`src/rtl/pirq_router_pkg.sv`:
```
// Package: shared constants, types and the slot swizzle function for
// the interrupt router. Assumes four pins per slot and four shared lines.
package pirq_router_pkg;
    localparam int PINS_PER_SLOT = 4;
    localparam int PIRQ_N        = 4;

    typedef logic [7:0] route_t;

    localparam route_t       ROUTE_RST  = 8'h80;
    localparam logic [7:0]   ROUTE_BASE = 8'h60;
    localparam int           OFF_BIT    = 7;

    // Shared line index for a pin of a slot: rotate by the slot offset.
    function automatic int pirq_of(input int slot_idx, input int pin);
        return (pin + slot_idx) % PIRQ_N;
    endfunction
endpackage

```
`src/rtl/pirq_swizzle.sv`:
```
// Module: ORs every slot pin onto its rotated shared line.
// Assumes slot index i carries slot offset i and pins are active high.
module pirq_swizzle
    import pirq_router_pkg::*;
#(
    parameter int NUM_SLOTS = 8
) (
    input  logic [NUM_SLOTS*PINS_PER_SLOT-1:0] slot_irq,
    output logic [PIRQ_N-1:0]                  pirq
);
    // Fold each pin onto the shared line picked by the swizzle.
    always_comb begin
        pirq = '0;
        for (int i = 0; i < NUM_SLOTS; i++) begin
            for (int p = 0; p < PINS_PER_SLOT; p++) begin
                if (slot_irq[i*PINS_PER_SLOT+p]) pirq[pirq_of(i, p)] = 1'b1;
            end
        end
    end

    // Spot-check the rotation of the last slot's pin A against an active line.
    always_comb begin

        if (slot_irq[(NUM_SLOTS-1)*PINS_PER_SLOT]) begin
            last_slot_pina_chk: assert (pirq[(NUM_SLOTS-1) % PIRQ_N]);
        end
    end
endmodule

```
`src/rtl/pirq_route_regs.sv`:
```
// Module: the four routing bytes, one per shared line, loaded from a byte
// write port. Assumes the bytes sit at consecutive offsets from ROUTE_BASE.
module pirq_route_regs
    import pirq_router_pkg::*;
(
    input  logic       clk,
    input  logic       rst_n,
    input  logic       cfg_we,
    input  logic [7:0] cfg_addr,
    input  logic [7:0] cfg_wdata,
    output route_t     route [PIRQ_N]
);
    for (genvar k = 0; k < PIRQ_N; k++) begin : g_reg
        localparam logic [7:0] MY_ADDR = ROUTE_BASE + 8'(k);

        // Hold or load this routing byte; reset leaves the route disabled.
        always_ff @(posedge clk) begin
            if (!rst_n)                              route[k] <= ROUTE_RST;
            else if (cfg_we && cfg_addr == MY_ADDR)  route[k] <= cfg_wdata;
        end


        addr_miss_chk: assert property (@(posedge clk) disable iff (!rst_n)
            !(cfg_we && cfg_addr == MY_ADDR) |=> $stable(route[k]));
    end
endmodule

```
`src/rtl/pirq_irq_mux.sv`:
```
// Module: steers each enabled shared line onto its selected controller
// input and ORs lines that share a target. Pure combinational.
module pirq_irq_mux
    import pirq_router_pkg::*;
#(
    parameter int IRQ_W = 16
) (
    input  logic [PIRQ_N-1:0] pirq,
    input  route_t            route [PIRQ_N],
    output logic [IRQ_W-1:0]  irq_comb
);
    localparam int IDX_W = $clog2(IRQ_W);

    // OR every active, enabled shared line into its target bit.
    always_comb begin
        irq_comb = '0;
        for (int q = 0; q < PIRQ_N; q++) begin
            if (pirq[q] && !route[q][OFF_BIT]) irq_comb[route[q][IDX_W-1:0]] = 1'b1;
        end
    end

    // Bits between the selector and the disable flag are don't-care.
    logic unused_route_bits;
    always_comb begin
        unused_route_bits = 1'b0;
        for (int q = 0; q < PIRQ_N; q++)
            unused_route_bits = unused_route_bits ^ (^route[q][OFF_BIT-1:IDX_W]);
    end
endmodule

```
`src/rtl/pirq_router.sv`:
```
// Module: top of the interrupt router. Swizzles slot pins onto four shared
// lines, routes them through programmable bytes, registers the result.
// Assumes synchronous active-low reset and level, active-high interrupts.
module pirq_router
    import pirq_router_pkg::*;
#(
    parameter int NUM_SLOTS = 8,
    parameter int IRQ_W     = 16
) (
    input  logic                              clk,
    input  logic                              rst_n,
    input  logic [NUM_SLOTS*PINS_PER_SLOT-1:0] slot_irq,
    input  logic                              cfg_we,
    input  logic [7:0]                        cfg_addr,
    input  logic [7:0]                        cfg_wdata,
    output logic [IRQ_W-1:0]                  irq_out
);
    logic [PIRQ_N-1:0] pirq;
    route_t            route [PIRQ_N];
    logic [IRQ_W-1:0]  irq_comb;
    logic [PIRQ_N*8-1:0] route_flat;

    pirq_swizzle #(.NUM_SLOTS(NUM_SLOTS)) u_swz (
        .slot_irq (slot_irq),
        .pirq     (pirq)
    );

    pirq_route_regs u_regs (
        .clk       (clk),
        .rst_n     (rst_n),
        .cfg_we    (cfg_we),
        .cfg_addr  (cfg_addr),
        .cfg_wdata (cfg_wdata),
        .route     (route)
    );

    pirq_irq_mux #(.IRQ_W(IRQ_W)) u_mux (
        .pirq     (pirq),
        .route    (route),
        .irq_comb (irq_comb)
    );

    // Flatten the routing bytes for stability checks.
    always_comb begin
        for (int q = 0; q < PIRQ_N; q++) route_flat[q*8 +: 8] = route[q];
    end

    // Register the routed levels once before they leave the block.
    always_ff @(posedge clk) begin
        if (!rst_n) irq_out <= '0;
        else        irq_out <= irq_comb;
    end


    reset_clear_chk: assert property (@(posedge clk) disable iff (!rst_n)
        $rose(rst_n) |-> irq_out == '0);


    all_off_chk: assert property (@(posedge clk) disable iff (!rst_n)
        (route[0][OFF_BIT] && route[1][OFF_BIT] && route[2][OFF_BIT] && route[3][OFF_BIT])
        |=> irq_out == '0);


    quiet_chk: assert property (@(posedge clk) disable iff (!rst_n)
        pirq == '0 |=> irq_out == '0);


    fanout_chk: assert property (@(posedge clk) disable iff (!rst_n)
        $countones(irq_out) <= PIRQ_N);


    hold_chk: assert property (@(posedge clk) disable iff (!rst_n)
        $past(rst_n) && $stable(slot_irq) && $stable(route_flat) |=> $stable(irq_out));
endmodule

```
`config.mk`:
```
export PLATFORM = sky130hd
export DESIGN_NAME = pirq_router
export DESIGN_NICKNAME = d
export VERILOG_FILES = /design/src/rtl/pirq_router_pkg.sv /design/src/rtl/pirq_swizzle.sv /design/src/rtl/pirq_route_regs.sv /design/src/rtl/pirq_irq_mux.sv /design/src/rtl/pirq_router.sv
export SDC_FILE = /design/constraint.sdc
export NUM_CORES = 1
export LEC_CHECK = 0
export BUFFER_PORTS_ARGS = -buffer_cell sky130_fd_sc_hd__buf_2
export CELL_PAD_IN_SITES_DETAIL_PLACEMENT = 1
export CELL_PAD_IN_SITES_GLOBAL_PLACEMENT = 2
export CORE_ASPECT_RATIO = 0.6
export CORE_MARGIN = 2
export CORE_UTILIZATION = 28
export CTS_CLUSTER_DIAMETER = 200
export DETAILED_ROUTE_END_ITERATION = 7
export GPL_TIMING_DRIVEN = 1
export PLACE_DENSITY = 0.88
export SLEW_MARGIN = 25
export SYNTH_ARGS = -nofsm -noshare
export SYNTH_HDL_FRONTEND = slang
export SYNTH_SLANG_ARGS = --single-unit
```
`constraint.sdc`:
```
create_clock -name clk -period 1.6 [get_ports clk]
set_clock_uncertainty 0.2 [all_clocks]
set_input_delay 0.16 -clock clk [delete_from_list [all_inputs] [get_ports clk]]
set_output_delay 0.16 -clock clk [all_outputs]
set_load 0.005 [all_outputs]
```
# After elaboration in Yosys (flattened, before gate mapping)
# Index checks and enable logic that the tools add are counted.
# word_totals
ff_bits	48
output_inout_bits	16
word_cells	80
# op_classes
n_lt_le_gt_ge	8
eq_ne	4
muxes	44
bitwise_logic	3
n_reduce_logical	16
# ops
operator	count
$mux W16	4
$or A16 B16 Y16	3
$mux W1	36
$eq A8 B7 Y1 const B	4
$lt A4 B5 Y1 const B	4
$demux W1 S4	4
$ge A4 B1 Y1 const B	4
$logic_and A1 B1 Y1	12
$logic_not A1 Y1	4

# Logic depth before layout (Yosys ltp)
# Gate-level depths: netlist (run 1).
# depth
ltp_word	16
ltp_mapped	5
mapped_depth_nobuf	4

# Hierarchy
# Synthesis (run 1) repeated with hierarchy kept, for this count alone.
# hier_totals
cells_unflattened	241
area_unflattened_um2	2399.8
# by_module_without_submodules
module	n_inst	cells_each	area_per_inst_um2	seq_area_each_um2
pirq_route_regs	1	117	1260.0	640.6
pirq_irq_mux	1	79	628.1	0.0
pirq_router	1	33	446.7	320.3
pirq_swizzle	1	12	65.1	0.0

# Worst setup path after synthesis (run 1)
# Ideal clock, no wire load.
# synth_path
path_type	register -> register
startpoint	reg u_regs.route[31] in the netlist's numbering
endpoint	reg irq_out[11]
setup_time_ps	62
t_arrival_ps	1123
path_slack_ps	214
path_stages_with_launch	5
path_buffers	0
cell_sequence	dfxtp_1 nand2b_1 a2111oi_2 a32oi_1 nand3_1
# synth_via
elab_chain_cells	9
# synth_lines
element	line	source
start, declared	pirq_route_regs.sv:11	output route_t route [PIRQ_N]
start signal, assigned by index	pirq_route_regs.sv:19	else if (cfg_we && cfg_addr == MY_ADDR) route[k] <= cfg_wdata;
$logic_not A1 Y1 *	pirq_irq_mux.sv:18	if (pirq[q] && !route[q][OFF_BIT]) irq_comb[route[q][IDX_W-1:0]] = 1'b1;
$logic_and A1 B1 Y1 *	pirq_irq_mux.sv:18	
$mux W16 *	pirq_irq_mux.sv:18	
$or A16 B16 Y16 (no source line)	n/a	
$mux W16 *	pirq_irq_mux.sv:18	
$or A16 B16 Y16 (no source line)	n/a	
$mux W16 *	pirq_irq_mux.sv:18	
$or A16 B16 Y16 (no source line)	n/a	
$mux W16 *	pirq_irq_mux.sv:18	
end signal, assigned	pirq_router.sv:51	else irq_out <= irq_comb;
end, declared	pirq_router.sv:16	output logic [IRQ_W-1:0] irq_out
# Every way passes the cells marked *; elsewhere a longest branch is shown, timed or not.
# A chain may end at the register's enable or synchronous reset.

# Final worst setup path (run 1)
# layout_path
startpoint	reg u_regs.route[16] in the netlist's numbering
endpoint	reg irq_out[13]
# layout_via
elab_chain_cells	10
word_cells_on_any_way	11
# layout_lines
element	line
$lt A4 B5 Y1 (implied by the code) / $ge A4 B1 Y1 (equally long branches)	pirq_irq_mux.sv:18
$logic_and A1 B1 Y1 (implied by the code)	pirq_irq_mux.sv:18
$mux W1 (implied by the code)	pirq_irq_mux.sv:18
$demux W1 S4 *	n/a
$or A16 B16 Y16 (no source line) *	n/a
$mux W16 *	pirq_irq_mux.sv:18
$or A16 B16 Y16 (no source line)	n/a
$mux W16 *	pirq_irq_mux.sv:18
$or A16 B16 Y16 (no source line)	n/a
$mux W16 *	pirq_irq_mux.sv:18
# Marks and branches as above.

==> impl_metrics.env, run 1 <==
export IMPL_status="finished, final reports clean"
export IMPL_port_buffers=63
export IMPL_min_period_over_period_pct=95.43
export IMPL_layout_commonest_cell="buf_2"
export IMPL_vdd_ir_drop_max_mv=0.3781
export IMPL_grt_use_total_pct=21.67
export IMPL_path_max_fanout=8
export IMPL_cp_required_ns=1.55
export IMPL_nets=376
export IMPL_drtIter0Drc=161
export IMPL_overflow=0
export IMPL_clockRootBuffer="clkbuf_16"
export IMPL_route_detailed_drc=0
export IMPL_area_delta_synth_final_pct=46.74
export IMPL_gp_congestion=0.9549
export IMPL_hold_path_class="in2reg"
export IMPL_antenna_found_initial=0
export IMPL_drtPass1Iterations=4
export IMPL_place_hpwl_um=5892
export IMPL_htreeDepth=2
export IMPL_tightest_slew_ns=0.5446
export IMPL_layout_common_cells="63 x buf_2, 36 x nand3_1, 35 x dfxtp_1, 32 x buf_4, 31 x nand2_1"
export IMPL_whs_path_depth=3
export IMPL_grt_pass1_wl_um=11860
export IMPL_setup_viol=0
export IMPL_cts_sinks=36
export IMPL_cts_tree="built"
export IMPL_power_density_nw_per_um2=776.9
export IMPL_critPathKind="reg2reg"
export IMPL_min_from="cfg_addr[0]"
export IMPL_yosysTopAreaCell="dfxtp_1"
export IMPL_start_kind="flop"
export IMPL_r2r_start="u_regs.route[16]"
export IMPL_ant_nets=0
export IMPL_num_io_pins=67
export IMPL_crit_start="u_regs.route[16]"
export IMPL_end_kind="flop"
export IMPL_worstPathArrival_ns=1.47
export IMPL_core_um2=6619
export IMPL_yosysWarningCount=0
export IMPL_rows=23
export IMPL_clockBufferDepth=2
export IMPL_synth_async_reset_ratio_pct=0
export IMPL_start_util_pct=28.68
export IMPL_wl_um=7456
export IMPL_synth_top_area_share_pct=37.97
export IMPL_finalCriticalPeriod_ns=1.527
export IMPL_route_vias_total=2250
export IMPL_avgSynthCellArea_um2=8.436
export IMPL_yosysSeqAreaShare_pct=37.97
export IMPL_path_clk_slew_ns=0.06
export IMPL_max_slew_margin_rel_pct=63.69
export IMPL_drive_above_1_share_pct=38.34
export IMPL_report_final_slew_viol_count=0
export IMPL_ys_flop_type="dfxtp_1"
export IMPL_cts_made_buffers=5
export IMPL_syn_inst=225
export IMPL_grt_pass1_vias=2286
export IMPL_grt_setup_unrepaired="no"
export IMPL_dieHeight_um=67.78
export IMPL_diodes=0
export IMPL_syn_area_um2=1898
export IMPL_netlist_top_cells_area="dfxtp_1 38%, nand3_1 9.5%, nand2_1 6.1%"
export IMPL_layoutNonFillerInstCount=413
export IMPL_syn_num_nets=276
export IMPL_dieArea_um2=7475
export IMPL_grt_max_degree=18
export IMPL_fmax_mhz=654.9
export IMPL_wl_per_cell_um=18.05
export IMPL_r2r_cells=4
export IMPL_synth_edff_count=0
export IMPL_ys_seq_elements=36
export IMPL_dp_cells=400
export IMPL_clk_latency_ns=0.28
export IMPL_n_fill_cell=828
export IMPL_hold_violations=0
export IMPL_power_leakage_nw=1.264
export IMPL_finalSetupTns_ns=0
export IMPL_maxCapViolCount=0
export IMPL_postCtsSetupRepairBufs=0
export IMPL_die_width_um=110.3
export IMPL_vias_per_cell=5.448
export IMPL_ys_types=35
==> flip-flops by register name (all words and copies together), names as in the netlist <==
register,count
u_regs.route,20
irq_out,16
==> path summary, 6_finish.rpt <==
| check | slack [ns] | to |
|---|---|---|
| max | 0.07 | irq_out[13] |
| min | 0.12 | u_regs.route[18] |
| max reg2reg | 0.07 | irq_out[13] |
| min reg2reg | 0.35 | u_regs.route[17] |
==> cells in the mapped netlist (4+ instances only) <==
cell,count
nor4_2,6
a32oi_1,7
a21oi_1,4
nor3_1,7
nand2_1,31
inv_1,4
dfxtp_1,36
nor2b_1,7
a31o_2,4
nand4_1,16
mux2i_1,11
a2111oi_2,4
nor2_1,16
and3_1,4
nand3_1,36
==> critical path, stage by stage (launching register included) <==
cell	delay (ns)
dfxtp_1	0.42
nor3b_1	0.20
buf_4	0.16
a32oi_1	0.29
nand3_1	0.12
==> stage by stage <==
step / total power [mW] / setup slack (ns) / hold WS [ns] / utilization, % / instance area (um^2)
detailed placement: 1.062 / -0.1259 / 0.2051 / 38.26 / 2532
global route: 2.245 / 0.005998 / 0.1296 / 42.08 / 2785
global placement: 1.056 / -0.05004 / 0.2000 / 38.26 / 2532
CTS: 2.181 / 0.02186 / 0.1006 / 41.78 / 2765
floorplan: 0.9568 / 0.2144 / 0.08511 / - / 1898
finish: 2.164 / 0.07311 / 0.1164 / 42.08 / 2785
==> layer usage <==
| metal | track usage [%] | part of all wire [%] |
|---|---|---|
| met5 | 0 | 0 |
| met4 | 6.719 | 1.4 |
| met3 | 4.826 | 8.0 |
| met2 | 34.13 | 43 |
| met1 | 29.61 | 48 |
==> kinds of logic after synthesis <==
kind of cell / Yosys count / share of synthesized area [%]
flip-flops: 36 / 37.97
buffers and inverters: 11 / 2.372
AND/OR/NAND/NOR: 138 / 41.00
multiplexers: 11 / 5.801
AO/OA/AOI/OAI: 29 / 12.85
==> repair_timing <==
item / in CTS / in global routing
hold buffers: 5 / 0
endpoints found under the hold margin: 6 / 0
pin swaps: 0 / 1
gates resized for setup: 3 / 4
endpoints found under the setup margin: 11 / 3
==> cell type report <==
| cell class | count | area (um^2) | area share (%) |
|---|---|---|---|
| clock buffers | 6 | 128.9 | 4.627 |
| clock inverters | 2 | 35.03 | 1.258 |
| inverters | 4 | 15.01 | 0.5391 |
| multi-input cells | 178 | 1170 | 42.00 |
| flip-flops and latches | 36 | 721.9 | 25.92 |
| well taps | 87 | 108.9 | 3.908 |
| repair buffers | 100 | 605.6 | 21.74 |
==> where the power goes <==
| group | switching, mW | leakage [nW] | total (mW) | internal (mW) |
|---|---|---|---|---|
| sequential | 0.000986 | 0.291 | 0.898 | 0.897 |
| clock | 0.374 | 0.0808 | 1.11 | 0.732 |
| combinational | 0.0803 | 0.893 | 0.159 | 0.0782 |
Note: power is estimated with default switching activity, not from simulation.
==> run 2, diff against run 1 <==
--- a/config.mk
+++ b/config.mk
@@ -5,16 +5,17 @@
 export SDC_FILE = /design/constraint.sdc
 export NUM_CORES = 1
 export LEC_CHECK = 0
+export ABC_AREA = 1
 export BUFFER_PORTS_ARGS = -buffer_cell sky130_fd_sc_hd__buf_2
 export CELL_PAD_IN_SITES_DETAIL_PLACEMENT = 1
 export CELL_PAD_IN_SITES_GLOBAL_PLACEMENT = 2
 export CORE_ASPECT_RATIO = 0.6
 export CORE_MARGIN = 2
-export CORE_UTILIZATION = 28
+export CORE_UTILIZATION = 26
 export CTS_CLUSTER_DIAMETER = 200
 export DETAILED_ROUTE_END_ITERATION = 7
 export GPL_TIMING_DRIVEN = 1
-export PLACE_DENSITY = 0.88
+export PLACE_DENSITY = 0.89
 export SLEW_MARGIN = 25
 export SYNTH_ARGS = -nofsm -noshare
 export SYNTH_HDL_FRONTEND = slang
==> run 2 against run 1 <==
  * Maximum frequency increased by 4.0%
  * Via count increased by 15%
  * Die area increased by 22%
  * Design area increased by 4.4%
  * Global-route usage decreased by 3.8 points
  * Clock power about the same
  * Sequential power about the same
  * Critical path depth increased by 3
  * Clock-buffer cell count decreased by 1
  * First-iteration DRC count decreased by 17%
==> impl_metrics.env, run 2 <==
export IMPL_status="finished, final reports clean"
export IMPL_postCtsSetupRepairBufs=0
export IMPL_path_clk_slew_ns=0.06
export IMPL_rrSetupSlack_ns=0.13
export IMPL_post_synth_top_count_cell="nor2_1"
export IMPL_power_leakage_nw=1.442
export IMPL_setup_viol=0
export IMPL_largest_reg_flops=20
export IMPL_cp_required_ns=1.62
export IMPL_start_kind="flop"
export IMPL_power_density_nw_per_um2=746.1
export IMPL_netlist_top_cells_area="dfxtp_1 33%, nor2_1 19%, nand4_1 9.5%"
export IMPL_hold_violations=0
export IMPL_grt_setup_unrepaired="no"
export IMPL_largestRegisters="u_regs.route: 20 flops, irq_out: 16 flops"
export IMPL_core_um2=8008
export IMPL_vias_per_cell=4.773
export IMPL_top_layer_used="met4"
export IMPL_synth_async_reset_ratio_pct=0
export IMPL_synth_top_area_share_pct=33.12
export IMPL_critical_path_top_delay_family="simple AND/OR/NAND/NOR gates"
export IMPL_yosysTopAreaCell="dfxtp_1"
export IMPL_wl_met2_um=3367
export IMPL_critPathKind="reg2reg"
export IMPL_dieHeight_um=74.86
export IMPL_rows=25
export IMPL_cp_common_cell="nor2_1"
export IMPL_layout_common_cells="112 x nor2_1, 63 x buf_2, 50 x nand2_1, 39 x inv_1, 37 x nand3_1"
export IMPL_ys_seq_elements=36
export IMPL_htreeDepth=2
export IMPL_drtIter0Drc=134
export IMPL_r2r_start="u_regs.route[3]"
export IMPL_layout_commonest_cell="nor2_1"
export IMPL_gp_congestion=0.8442
export IMPL_yosysWarningCount=0
export IMPL_route_vias_total=2587
export IMPL_syn_num_nets=408
export IMPL_maxCapViolCount=0
export IMPL_finalSetupTns_ns=0
export IMPL_tightest_slew_ns=0.4652
export IMPL_cts_tree="built"
export IMPL_place_hpwl_um=6294
export IMPL_cts_sinks=36
export IMPL_top_register="u_regs.route"
export IMPL_min_from="cfg_wdata[7]"
export IMPL_drive_above_1_share_pct=22.12
export IMPL_clockBufferDepth=2
export IMPL_synth_edff_count=0
export IMPL_vdd_ir_drop_max_mv=0.3035
export IMPL_cpPeakStageDelay_ns=0.37
export IMPL_cp_buffers_inverters=1
export IMPL_worstPathArrival_ns=1.49
export IMPL_ant_nets=0
export IMPL_drtPass1Iterations=4
export IMPL_grt_use_total_pct=17.84
export IMPL_num_io_pins=67
export IMPL_crit_slowest_cell="dfxtp_1"
export IMPL_end_kind="flop"
export IMPL_yosysSeqAreaShare_pct=33.12
export IMPL_report_final_slew_viol_count=0
export IMPL_grt_max_degree=19
export IMPL_port_buffers=63
export IMPL_wl_um=7707
export IMPL_wl_met3_um=615
export IMPL_place_area_um2=2678
export IMPL_syn_area_um2=2176
export IMPL_max_slew_margin_rel_pct=68.95
export IMPL_area_delta_synth_final_pct=33.58
export IMPL_path_cells="inv_1 > or2_2 > nor2_1 > nand3_1 > nand2_1 > nor2_1 > nor2_1"
export IMPL_nets=484
export IMPL_grt_pass1_wl_um=12400
export IMPL_wl_per_cell_um=14.22
export IMPL_synth_common_cells="113 x nor2_1, 50 x nand2_1, 39 x inv_1, 38 x nand3_1, 36 x dfxtp_1"
export IMPL_start_util_pct=27.17
export IMPL_clockRootBuffer="clkbuf_16"
export IMPL_route_detailed_drc=0
export IMPL_min_period_over_period_pct=91.79
export IMPL_hold_path_class="in2reg"
export IMPL_die_width_um=122.1
export IMPL_ys_types=24
export IMPL_diodes=0
export IMPL_final_cell_area_um2=2907
export IMPL_cts_made_buffers=5
export IMPL_crit_start="u_regs.route[3]"
export IMPL_clk_latency_ns=0.29
export IMPL_grt_pass1_vias=2538
export IMPL_overflow=0
export IMPL_avgSynthCellArea_um2=6.095
export IMPL_dieArea_um2=9140
export IMPL_finalCriticalPeriod_ns=1.469
export IMPL_fmax_mhz=680.9
export IMPL_path_max_fanout=4
export IMPL_antenna_found_initial=1
export IMPL_wl_met1_um=3679
export IMPL_syn_inst=357
export IMPL_ys_flop_type="dfxtp_1"
==> run 2: per-stage QoR <==
step           hold slack (ns)  cells  utilization, %  setup slack (ns)  power [mW]
3_5_place_dp            0.2707    529           33.44           0.06402       1.055
5_1_grt                0.06375    542           36.30          0.006519       2.245
4_1_cts                0.05399    542           36.16           0.08802       2.187
2_1_floorplan          0.09892    357               -            0.2653      0.9704
6_report               0.04491    542           36.30            0.1314       2.169
3_3_place_gp            0.2636    529           33.44            0.1041       1.049
==> run 2: cell families (layout without fill, tap and decap cells) <==
| kind of cell | after synthesis | in the layout | share of synthesized area, % |
|---|---|---|---|
| and+or+nand+nor | 246 | 246 | 51.24 |
| buffers and inverters | 51 | 128 | 9.200 |
| DFF | 36 | 36 | 33.12 |
| AOI/OAI and AO/OA | 24 | 24 | 6.440 |
==> run 2: tightest hold or removal path, cell delays in order <==
cell	delay [ns]
buf_2	0.07
inv_1	0.09
o211ai_2	0.16
==> run 2: final cells by class <==
class,instances,area [um^2]
inverter,42,167.7
fill,1088,5101
timing repair buffer,78,452.9
clock buffer,5,125.1
tap,108,135.1
clock inverter,3,42.54
multi-input combinational,270,1262
sequential,36,720.7
==> run 2: timing repair <==
item                                   4_1_cts  5_1_grt
setup endpoints to repair                    0        5
hold buffers                                 5        0
resized for setup                            0        3
endpoints found under the hold margin        5        0
==> run 2: metal layers <==
metal	GRT usage [%]	vias to the layer above
li1	-	1317
met1	24.08	1203
met2	29.24	60
met3	5.000	7
met4	3.065	0
met5	0	-
==> run 2: report_power, final <==
group / switching [mW] / internal, mW
sequential: 0.00117 / 0.898
clock: 0.393 / 0.732
combinational: 0.0745 / 0.0707
total: 0.469 / 1.70
==> run 2: path summary, 6_finish.rpt <==
kind,end,cells after the start
setup / recovery,irq_out[8],7
hold / removal,u_regs.route[23],3
setup reg to reg,irq_out[8],7
hold reg to reg,u_regs.route[23],2
